<file path="src/rtl/sclk_div_pkg.sv">
package sclk_div_pkg;
  localparam int CTRL_W   = 16;
  localparam int FIELD_W  = 4;
  localparam int PRE_LSB  = 12;
  localparam int POST_LSB = 8;
  localparam int POST_CW  = (1 << FIELD_W) - 1;

  typedef struct packed {
    logic [FIELD_W-1:0] pre;
    logic [FIELD_W-1:0] post;
  } div_cfg_t;
endpackage

</file>
<file path="src/rtl/sclk_cfg_watch.sv">
module sclk_cfg_watch
  import sclk_div_pkg::*;
#(
  parameter int CW  = CTRL_W,
  parameter int FW  = FIELD_W,
  parameter int PRE = PRE_LSB,
  parameter int PST = POST_LSB
) (
  input  logic          clk_i,
  input  logic          rst_ni,
  input  logic [CW-1:0] ctrl_i,
  output div_cfg_t      cfg_o,
  output logic          restart_o
);
  localparam logic [CW-1:0] FIELD_MASK =
    (CW'((1 << FW) - 1) << PRE) | (CW'((1 << FW) - 1) << PST);

  div_cfg_t cfg_d, cfg_q;
  logic     unused_bits;

  assign cfg_d.pre   = ctrl_i[PRE +: FW];
  assign cfg_d.post  = ctrl_i[PST +: FW];
  assign unused_bits = ^(ctrl_i & ~FIELD_MASK);
  assign restart_o   = (cfg_d != cfg_q);
  assign cfg_o       = cfg_q;

  always_ff @(posedge clk_i or negedge rst_ni) begin
    if (!rst_ni)        cfg_q <= '0;
    else if (restart_o) cfg_q <= cfg_d;
  end
endmodule

</file>
<file path="src/rtl/sclk_pre_div.sv">
module sclk_pre_div
  import sclk_div_pkg::*;
#(
  parameter int FW = FIELD_W
) (
  input  logic          clk_i,
  input  logic          rst_ni,
  input  logic          restart_i,
  input  logic [FW-1:0] limit_i,
  output logic [FW-1:0] cnt_o,
  output logic          tick_o
);
  logic [FW-1:0] cnt_q;

  assign tick_o = !restart_i && (cnt_q == limit_i);
  assign cnt_o  = cnt_q;

  always_ff @(posedge clk_i or negedge rst_ni) begin
    if (!rst_ni)                 cnt_q <= '0;
    else if (restart_i)          cnt_q <= '0;
    else if (cnt_q == limit_i)   cnt_q <= '0;
    else                         cnt_q <= cnt_q + 1'b1;
  end
endmodule

</file>
<file path="src/rtl/sclk_post_div.sv">
module sclk_post_div
  import sclk_div_pkg::*;
#(
  parameter int FW = FIELD_W,
  parameter int CW = POST_CW
) (
  input  logic          clk_i,
  input  logic          rst_ni,
  input  logic          restart_i,
  input  logic          tick_i,
  input  logic [FW-1:0] shift_i,
  output logic          roll_o
);
  logic [CW-1:0] cnt_q;
  logic [CW-1:0] mask;

  // low shift_i bits all ones marks the last tick of a 2^shift group
  assign mask   = CW'((32'd1 << shift_i) - 32'd1);
  assign roll_o = tick_i && ((cnt_q & mask) == mask);

  always_ff @(posedge clk_i or negedge rst_ni) begin
    if (!rst_ni)        cnt_q <= '0;
    else if (restart_i) cnt_q <= '0;
    else if (tick_i)    cnt_q <= cnt_q + 1'b1;
  end
endmodule

</file>
<file path="src/rtl/sclk_divider.sv">
module sclk_divider
  import sclk_div_pkg::*;
#(
  parameter int CW  = CTRL_W,
  parameter int FW  = FIELD_W,
  parameter int PRE = PRE_LSB,
  parameter int PST = POST_LSB
) (
  input  logic          clk_i,
  input  logic          rst_ni,
  input  logic [CW-1:0] ctrl_i,
  output logic          step_o,
  output logic          sclk_o
);
  localparam int PCW = (1 << FW) - 1;

  div_cfg_t      cfg;
  logic          restart;
  logic          pre_tick;
  logic          roll;
  logic [FW-1:0] pre_cnt;
  logic          step_q, sclk_q;

  sclk_cfg_watch #(.CW(CW), .FW(FW), .PRE(PRE), .PST(PST)) i_watch (
    .clk_i, .rst_ni, .ctrl_i,
    .cfg_o(cfg), .restart_o(restart)
  );

  sclk_pre_div #(.FW(FW)) i_pre (
    .clk_i, .rst_ni, .restart_i(restart), .limit_i(cfg.pre),
    .cnt_o(pre_cnt), .tick_o(pre_tick)
  );

  sclk_post_div #(.FW(FW), .CW(PCW)) i_post (
    .clk_i, .rst_ni, .restart_i(restart), .tick_i(pre_tick),
    .shift_i(cfg.post), .roll_o(roll)
  );

  always_ff @(posedge clk_i or negedge rst_ni) begin
    if (!rst_ni) begin
      step_q <= 1'b0;
      sclk_q <= 1'b0;
    end else if (restart) begin
      step_q <= 1'b0;
      sclk_q <= 1'b0;
    end else begin
      step_q <= roll;
      sclk_q <= sclk_q ^ roll;
    end
  end

  assign step_o = step_q;
  assign sclk_o = sclk_q;
endmodule

</file>
<file path="config.mk">
export PLATFORM = sky130hd
export DESIGN_NAME = sclk_divider
export DESIGN_NICKNAME = d
export VERILOG_FILES = /design/src/rtl/sclk_div_pkg.sv /design/src/rtl/sclk_cfg_watch.sv /design/src/rtl/sclk_pre_div.sv /design/src/rtl/sclk_post_div.sv /design/src/rtl/sclk_divider.sv
export SDC_FILE = /design/constraint.sdc
export NUM_CORES = 1
export LEC_CHECK = 0
export BUFFER_PORTS_ARGS = -buffer_cell sky130_fd_sc_hd__buf_2
export CORE_MARGIN = 1
export CORE_UTILIZATION = 30
export DETAILED_ROUTE_END_ITERATION = 16
export PLACE_DENSITY_LB_ADDON = 0.05
export SYNTH_ARGS = -nofsm -noshare
export SYNTH_HDL_FRONTEND = slang
export SYNTH_HIERARCHICAL = 1
export SYNTH_SLANG_ARGS = --single-unit
</file>
<file path="constraint.sdc">
create_clock -name clk_i -period 5.5 [get_ports clk_i]
set_clock_uncertainty 0.1 [all_clocks]
set_input_delay 1.1 -clock clk_i [delete_from_list [all_inputs] [get_ports clk_i]]
set_output_delay 1.1 -clock clk_i [all_outputs]
set_load 0.1 [all_outputs]
</file>
* After elaboration in Yosys (flattened, before gate mapping)
Index checks and enable logic that the tools add are counted.
** Word-level totals
- Register bits after elaboration :: 29
- Memories kept :: 0
- Output and inout port bits :: 2
- Memory bits (writable) :: 0
- Memory bits (read-only) :: 0
- Bits in latches :: 0
** Operators by class
- Equal/unequal tests :: 3
- Reductions and logical operators :: 4
- Multipliers :: 0
- Muxes and demuxes :: 6
- Bitwise logic cells :: 2
- $add $sub $neg :: 3
- Magnitude comparators :: 0
- Shift operators :: 1
- Divide/modulo/power cells :: 0
** Operators with widths (count)
- two-way mux 15 bit :: 2
- adder 15 x 1 -> 15 bit (second input constant) :: 1
- bitwise AND 15 bit :: 1
- == test 15 bit :: 1
- << shifter 1 x 4 -> 15 bit (first input constant) :: 1
- subtractor 15 x 1 -> 15 bit (second input constant) :: 1
- two-way mux 4 bit :: 2
- != test 8 bit :: 1
- adder 4 x 1 -> 4 bit (second input constant) :: 1
- == test 4 bit :: 1
- logical AND 1 bit :: 2
- two-way mux 1 bit :: 2
- nonzero test 2 bit :: 1
- zero test 1 bit :: 1
- XOR 1 bit :: 1

* Logic depth before layout (Yosys ltp)
Gate-level depths: netlist of run 1.
- Depth after elaboration :: 7
- Gate-level depth with buffers :: 11

* By module
The synthesis of run 1 kept the hierarchy.
** Modules (own cells, without submodules)
- sclk_post_div :: area an instance 1019.7 µm², cells an instance 118, instances 1
- sclk_cfg_watch :: area an instance 316.6 µm², cells an instance 27, instances 1
- sclk_pre_div :: area an instance 222.7 µm², cells an instance 18, instances 1
- sclk_divider :: area an instance 68.8 µm², cells an instance 5, instances 1

* Worst setup path after synthesis of run 1
Ideal clock, no wire load.
- Path type :: input -> register
- From :: in ctrl_i[13]
- To :: reg sclk_q, in the netlist sclk_o
- Slack :: 1969 ps
- Setup time :: 125 ps
- Stages on the path :: 11
- Data arrival time :: 3307 ps
- Required time :: 5275 ps
- Path through :: xor2_1 > nor4_1 > nand2_1 > and2b_2 > buf_2 > o21ai_0 > or4_4 > a2111oi_2 > and4_1 > xnor2_1 > nor2_1
** Between the ends
- Word-level cells in the longest chain between the ends :: 6
** RTL lines
- from (decl) :: RTL line sclk_divider.sv:11 : input logic [CW-1:0] ctrl_i,
- != test 8 bit :: RTL line sclk_cfg_watch.sv:24 : assign restart_o = (cfg_d != cfg_q);
- via restart :: RTL line sclk_divider.sv:18 : logic restart;
- zero test 1 bit :: RTL line sclk_pre_div.sv:15 : assign tick_o = !restart_i && (cnt_q == limit_i);
- logical AND 1 bit :: RTL line sclk_pre_div.sv:15
- via pre_tick :: RTL line sclk_divider.sv:19 : logic pre_tick;
- logical AND 1 bit :: RTL line sclk_post_div.sv:19 : assign roll_o = tick_i && ((cnt_q & mask) == mask);
- via roll :: RTL line sclk_divider.sv:20 : logic roll;
- XOR 1 bit :: RTL line sclk_divider.sv:48 : sclk_q <= sclk_q ^ roll;
- two-way mux 1 bit :: RTL line sclk_divider.sv:43 : end else if (restart) begin
- to (signal assigned) :: RTL line sclk_divider.sv:48
- to (decl) :: RTL line sclk_divider.sv:22 : logic step_q, sclk_q;
The timed path passes the listed nets, and every way through them passes these cells.
A chain may end at the register's enable or synchronous reset.

* Worst setup path in the final report of run 1
- From :: in ctrl_i[9]
- To :: reg sclk_q, in the netlist sclk_o
Same word-level chain as after synthesis.

==> run_results.csv, run 1 <==
group,metric,value,unit
outcome,status,"complete, no violations",
run,maxCapViolCount,0,
logic_synthesis,yosysWarnings,6,
floorplanning,rows,26,
logic_synthesis,yosysSeqAreaShare,44.6,%
routing,detailroute.via_count,1159,
cells_and_area,multi_input_area,807,um2
logic_synthesis,synthCells,168,
global_route,grt_start_max_net_pins,30,
worst_setup_path,crit_arrival,3770,ps
routing,met3_length,100,um
clock_network,post_cts_buffers,0,
cells_and_area,mostFrequentLayoutCells,"dfrtp_1 (29), nor2_1 (20), xor2_1 (20)",
timing,finalCritPeriodShare,67.6,%
logic_synthesis,synth_fa_ha_area_share,2.31,%
timing,worst_pin_slew,642,ps
cells_and_area,ff_latch_area,726,um2
timing,setup_tns,0,ps
worst_setup_path,reg2reg_depth,11,
worst_setup_path,critical_path_required,5560,ps
clock_network,cts.path.max_buffers,2,
routing,met2_length,1510,um
worst_setup_path,critPathMaxFanout,24,
timing,maxSlewHeadroom,57.2,%
routing,highest_layer,"met4",
timing,slew_viol_final,0,
routing,wl_met1,1580,um
cells_and_area,diodes,0,
power,peakVddDrop,0.0877,mV
power,p_sw_share,22.5,%
power,seqPwrFrac,50.7,%
timing,hold_viol_final,0,
power,p_clk_share,43.2,%
routing,wirelength,3230,um
worst_setup_path,critPathLaunchType,"input port",
power,power_density,244,nW/um2
clock_network,cts-buffers-inserted,5,
global_route,grt_pass1_vias,1195,
routing,viasPerCell,4.77,
logic_synthesis,synth.distinct_cells,40,
cells_and_area,final_nets,193,
routing,initialDrtViolationCount,59,
clock_network,clkTransAtPathRegs,60,ps
power,p_sw,0.0000987,W
placement,place_hpwl,2310,um
global_route,grt_pass1_wl,5530,um
floorplanning,die_area,5720,um2
floorplanning,die_x,75.7,um
logic_synthesis,synth_compound_area_share,9.22,%
routing,postRouteAntennaNets,0,
power,internal_power,0.000341,W
logic_synthesis,synth_top_family_by_area,"simple AND/OR/NAND/NOR gates",
cells_and_area,nFillCells,528,
logic_synthesis,syn-num-nets,189,
placement,port_buffers,11,
logic_synthesis,synthSimpleGateAreaFrac,22.4,%
routing,drc,0,
floorplanning,start_util,31.5,%
clock_network,cts_sinks,29,
cells_and_area,synthToLayoutAreaGrowth,10.8,%
power,p_leak,0.731,nW
worst_setup_path,cp-end-kind,"flip-flop",
floorplanning,core,5170,um2
clock_network,clock_latency,270,ps
logic_synthesis,synth-seq-cells,29,
placement,gp_congestion,0.712,
routing,drt_first_pass_iters,4,
worst_setup_path,crit_type,"input port to flip-flop",
timing,setup_viol,0,
worst_hold_path,whs_path_depth,1,
timing,rsz0062_at_grt,"false",
clock_network,ctsHoldBuffers,0,
timing,min_period,3720,ps
clock_network,ctsResizeCount,0,
clock_network,cts_tree,"done",
global_route,gr-total-overflow,0,
cells_and_area,fin_util,34.9,%
cells_and_area,layout_commonest_cell,"dfrtp_1",
routing,wl_per_cell,13.3,um
logic_synthesis,muxShareOfSynthArea,0.615,%
logic_synthesis,synth_area,1630,um2
global_route,grt_usage,13.3,%
global_route,antenna_found_initial,0,
clock_network,cts_root_buf,"clkbuf_8",
floorplanning,io_pins,20,
clock_network,htree_levels,2,
timing,fmax,269,MHz
logic_synthesis,syn_area_per_cell,9.69,um2
power,pwr-share-comb,6.1,%
cells_and_area,layout-drive-gt1-share,15.0,%
worst_hold_path,hold_path_class,"flip-flop to flip-flop",
floorplanning,die_h,75.7,um
logic_synthesis,synth-xor-area-share,15.1,%
[path summary, 6_finish.rpt]
kind                                   from               end  slack (ps)
setup / recovery                  ctrl_i[9]            sclk_o        1780
hold / removal               i_pre/cnt_o[0]    i_pre/cnt_o[0]         420
setup reg to reg           i_watch/cfg_o[1]            sclk_o        2160
hold reg to reg              i_pre/cnt_o[0]    i_pre/cnt_o[0]         420
max in group asynchronous            rst_ni   i_post/cnt_q[2]        4130
min in group asynchronous            rst_ni  i_watch/cfg_o[5]         750
[through the flow]
| stage | power [W] | cells | setup slack [ps] | hold WS (ps) | area (um2) |
|---|---|---|---|---|---|
| final | 0.000440 | 243 | 1780 | 421 | 1800 |
| after global routing | 0.000462 | 243 | 1620 | 461 | 1800 |
| after CTS | 0.000448 | 243 | 1790 | 430 | 1800 |
| after detailed placement | 0.000254 | 235 | 1500 | 421 | 1700 |
| after global placement | 0.000254 | 235 | 1510 | 419 | 1700 |
| after floorplan | 0.000245 | 168 | 1970 | 379 | 1630 |
[logic make-up after synthesis]
| group | count (synthesis) |
|---|---|
| and+or+nand+nor | 66 |
| DFF | 29 |
| xor gates and xnor gates | 28 |
| AOI/OAI and AO/OA | 21 |
| buffers and inverters | 20 |
| adders and majority gates | 3 |
| muxes | 1 |
[Yosys cell counts]
cell type	instances	share of area [%]
clkbuf_1	9	2.1
o21ai_0	7	2.2
o31a_1	1	0.54
nor4_1	3	1.2
or4_4	1	0.69
ha_1	3	2.3
or3_1	2	0.77
dfrtp_1	29	45
and4_1	2	1.1
nand3_1	6	1.8
buf_6	2	1.4
nand2_1	8	1.8
nor2_1	20	4.6
xor2_1	20	11
o211ai_1	1	0.46
a2111oi_2	1	0.92
mux2i_1	1	0.61
o32ai_1	1	0.54
a41o_2	1	0.69
nand2b_1	2	0.77
o21bai_1	1	0.46
o2111ai_1	2	1.1
a31oi_1	1	0.38
a41oi_1	1	0.54
a21oi_1	3	0.92
nor4_4	1	1.3
xnor2_1	8	4.3
nor4b_1	1	0.54
nor2b_1	3	1.2
and2b_2	1	0.54
and3_1	1	0.38
nor3b_1	2	0.92
nor3_1	8	2.5
o2bb2ai_1	1	0.54
inv_1	5	1.2
and3b_1	1	0.54
nand4_1	2	0.77
buf_2	4	1.2
or3b_2	1	0.54
or2b_1	1	0.46
[state kept, by name, indices dropped and copies added, names as in the netlist]
register	cells
i_post/cnt_q	15
step_o	1
i_watch/cfg_o	8
i_pre/cnt_o	4
sclk_o	1
[critical path, stage by stage]
cell and delay, ps:
buf_2 110, xor2_1 130, nor4_1 390, nand2_1 80
buf_4 230, and2b_2 330, o21ai_0 120, or4_4 540
a2111oi_2 280, and4_1 270, xnor2_1 130, nor2_1 50
[area by class of cell]
cell class              count  share of cell area, %
clock buffers               7                   5.34
clock inverters             1                  0.278
inverters                   5                   1.04
multi-input cells         119                   44.8
flip-flops and latches     29                   40.2
well taps                  70                   4.86
repair buffers             12                   3.47
[power by group through the flow]
stage	clock network, W	registers (W)	logic, W
finish	0.000190	0.000223	0.0000267
global route	0.000208	0.000223	0.0000304
CTS	0.000198	0.000223	0.0000274
detailed placement	0	0.000227	0.0000272
global placement	0	0.000227	0.0000269
floorplan	0	0.000223	0.0000222
[metal layers]
metal  vias up  GRT usage [%]
met1       563           17.2
met2        13           21.1
met4         0           4.53
met3         5           3.97
li1        578              -
met5         -              0
Note: power is estimated with default switching activity, not from simulation.
==> inputs of run 2 (changes only) <==
==> constraint.sdc (replaced) <==
create_clock -name clk_i -period 3.1 [get_ports clk_i]
set_clock_uncertainty 0.1 [all_clocks]
set_input_delay 0.62 -clock clk_i [delete_from_list [all_inputs] [get_ports clk_i]]
set_output_delay 0.62 -clock clk_i [all_outputs]
set_load 0.1 [all_outputs]
==> run 2 against run 1 <==
- clock-buffer cell count is the same
- worst setup slack worse by 1600 ps
- via count up 4.5%
- sequential power grew 74%
- sequential share of layout area shrank 1.3 points
- critical path depth decreased by 2
- largest cell class unchanged
- wire length increased by 2.2%
- non-clock buffer count rose by 7
==> run_results.csv, run 2 (synthesized netlist as in run 1, its figures left out) <==
group,metric,value,unit
worst_setup_path,slowest_stage,"or4_4",
timing,hold_viol_final,0,
cells_and_area,top_register,"i_post/cnt_q",
global_route,grt_pass1_vias,1201,
cells_and_area,layout_commonest_cell,"dfrtp_1",
cells_and_area,mostFrequentLayoutCells,"dfrtp_1 (29), nor2_1 (20), xor2_1 (20)",
timing,slew_viol_final,0,
routing,viasPerCell,4.84,
cells_and_area,final_nets,200,
timing,rsz0062_at_grt,"false",
placement,gp_congestion,0.780,
cells_and_area,diodes,0,
clock_network,cts-buffers-inserted,5,
worst_setup_path,crit_type,"flip-flop to flip-flop",
placement,place_ws,-133,ps
floorplanning,die_h,75.7,um
worst_setup_path,critPathMaxFanout,2,
worst_setup_path,critPathMaxStageDelay,540,ps
routing,highest_layer,"met4",
timing,min_period,2890,ps
cells_and_area,fin_util,36.0,%
worst_setup_path,crit_chain,"xor2_1 > nor4_2 > nand2_1 > and2b_2 > o21ai_0 > or4_4 > a2111oi_2 > and4_1 > xnor2_1 > nor2_1",
routing,detailroute.via_count,1211,
floorplanning,die_area,5720,um2
floorplanning,io_pins,20,
cells_and_area,multi_input_area,813,um2
routing,met3_length,91,um
run,maxCapViolCount,0,
worst_setup_path,crit_arrival,2950,ps
timing,maxSlewHeadroom,55.4,%
clock_network,cts_tree,"done",
worst_setup_path,regToRegStartpoint,"i_watch/cfg_o[5]",
cells_and_area,ff_latch_area,726,um2
cells_and_area,layout-drive-gt1-share,18.9,%
timing,finalCritPeriodShare,93.1,%
worst_setup_path,critPathTopFamily,"simple AND/OR/NAND/NOR gates",
cells_and_area,nFillCells,538,
clock_network,ctsHoldBuffers,0,
clock_network,cts_sinks,29,
floorplanning,start_util,31.5,%
placement,place_hpwl,2350,um
timing,worst_pin_slew,669,ps
worst_setup_path,worst-r2r-setup-slack,210,ps
routing,wirelength,3300,um
power,p_leak,0.765,nW
clock_network,clkTransAtPathRegs,60,ps
cells_and_area,largest_reg_flops,15,
clock_network,cts.path.max_buffers,2,
routing,initialDrtViolationCount,98,
global_route,grt_pass1_wl,5750,um
floorplanning,rows,26,
global_route,grt_start_max_net_pins,30,
placement,port_buffers,11,
power,power_density,426,nW/um2
timing,setup_slack,213,ps
floorplanning,core,5170,um2
cells_and_area,synthToLayoutAreaGrowth,14.4,%
routing,drt_first_pass_iters,4,
worst_setup_path,critical_path_required,3160,ps
clock_network,htree_levels,2,
routing,wl_met1,1710,um
worst_setup_path,path_buf_inv,0,
floorplanning,die_x,75.7,um
timing,fmax,346,MHz
power,peakVddDrop,0.170,mV
worst_setup_path,cp-end-kind,"flip-flop",
routing,drc,0,
worst_setup_path,critPathLaunch,"i_watch/cfg_o[5]",
clock_network,clock_latency,280,ps
routing,postRouteAntennaNets,0,
global_route,grt_usage,13.7,%
routing,met2_length,1420,um
global_route,antenna_found_initial,0,
clock_network,post_cts_buffers,0,
global_route,gr-total-overflow,0,
clock_network,cts_root_buf,"clkbuf_8",
worst_hold_path,hold_path_class,"input port to asynchronous set/reset pin",
outcome,status,"complete, no violations",
timing,setup_viol,0,
worst_setup_path,critPathLaunchType,"flip-flop",
routing,wl_per_cell,13.2,um
-- run 2: cell count changes in the layout (fill, tap and decap cells not counted), sizes merged --
cell	previous run	this run
buf	12	19
-- run 2: cell type report --
| cell class | count | share of cell area [%] |
|---|---|---|
| Sequential cell | 29 | 39.0 |
| Timing Repair Buffer | 19 | 6.18 |
| Inverter | 5 | 1.01 |
| Tap cell | 70 | 4.70 |
| Multi-Input combinational cell | 119 | 43.7 |
| Clock buffer | 7 | 5.17 |
| Clock inverter | 1 | 0.269 |
-- run 2: per-layer routing --
metal | track usage (%) | vias to the layer above
met1 | 18.9 | 589
met5 | 0 | -
met3 | 3.57 | 9
met2 | 20.1 | 20
li1 | - | 593
met4 | 6.17 | 0
-- run 2: where the power goes --
group	internal, W	total (W)	switching [W]
logic	0.0000242	0.0000593	0.0000351
registers	0.000384	0.000389	0.00000514
clock network	0.000200	0.000346	0.000145
total	0.000608	0.000794	0.000186
-- run 2: path summary, 6_finish.rpt --
path | cells past startpoint | to
max | 10 | sclk_o
min | 1 | i_watch/cfg_o[5]
max reg2reg | 10 | sclk_o
min reg2reg | 1 | i_pre/cnt_o[0]
max in group asynchronous | 1 | i_post/cnt_q[9]
min in group clk_i | 1 | i_watch/cfg_o[5]
-- run 2: per-stage QoR --
stage | setup TNS (ps) | hold slack (ps) | instance area (um2) | instances | power, W
detailed placement | -184 | 417 | 1750 | 242 | 0.000455
global placement | -132 | 415 | 1750 | 242 | 0.000455
CTS | 0 | 301 | 1860 | 250 | 0.000805
finish | 0 | 273 | 1860 | 250 | 0.000794
global route | 0 | 330 | 1860 | 250 | 0.000830
floorplan | 0 | 224 | 1630 | 168 | 0.000434
-- run 2: what timing repair did --
| action | in CTS | in global routing |
|---|---|---|
| gates resized for setup | 0 | 1 |
| endpoints found under the setup margin | 0 | 2 |
| hold endpoints to repair | 0 | 0 |
-- run 2: worst reg2reg max path: cells and delay by family (launching register included) --
family                    cells  cell delay [ps]
and+or+nand+nor               6             1570
DFF                           1              430
AOI/OAI and AO/OA             2              350
xor gates and xnor gates      2              320
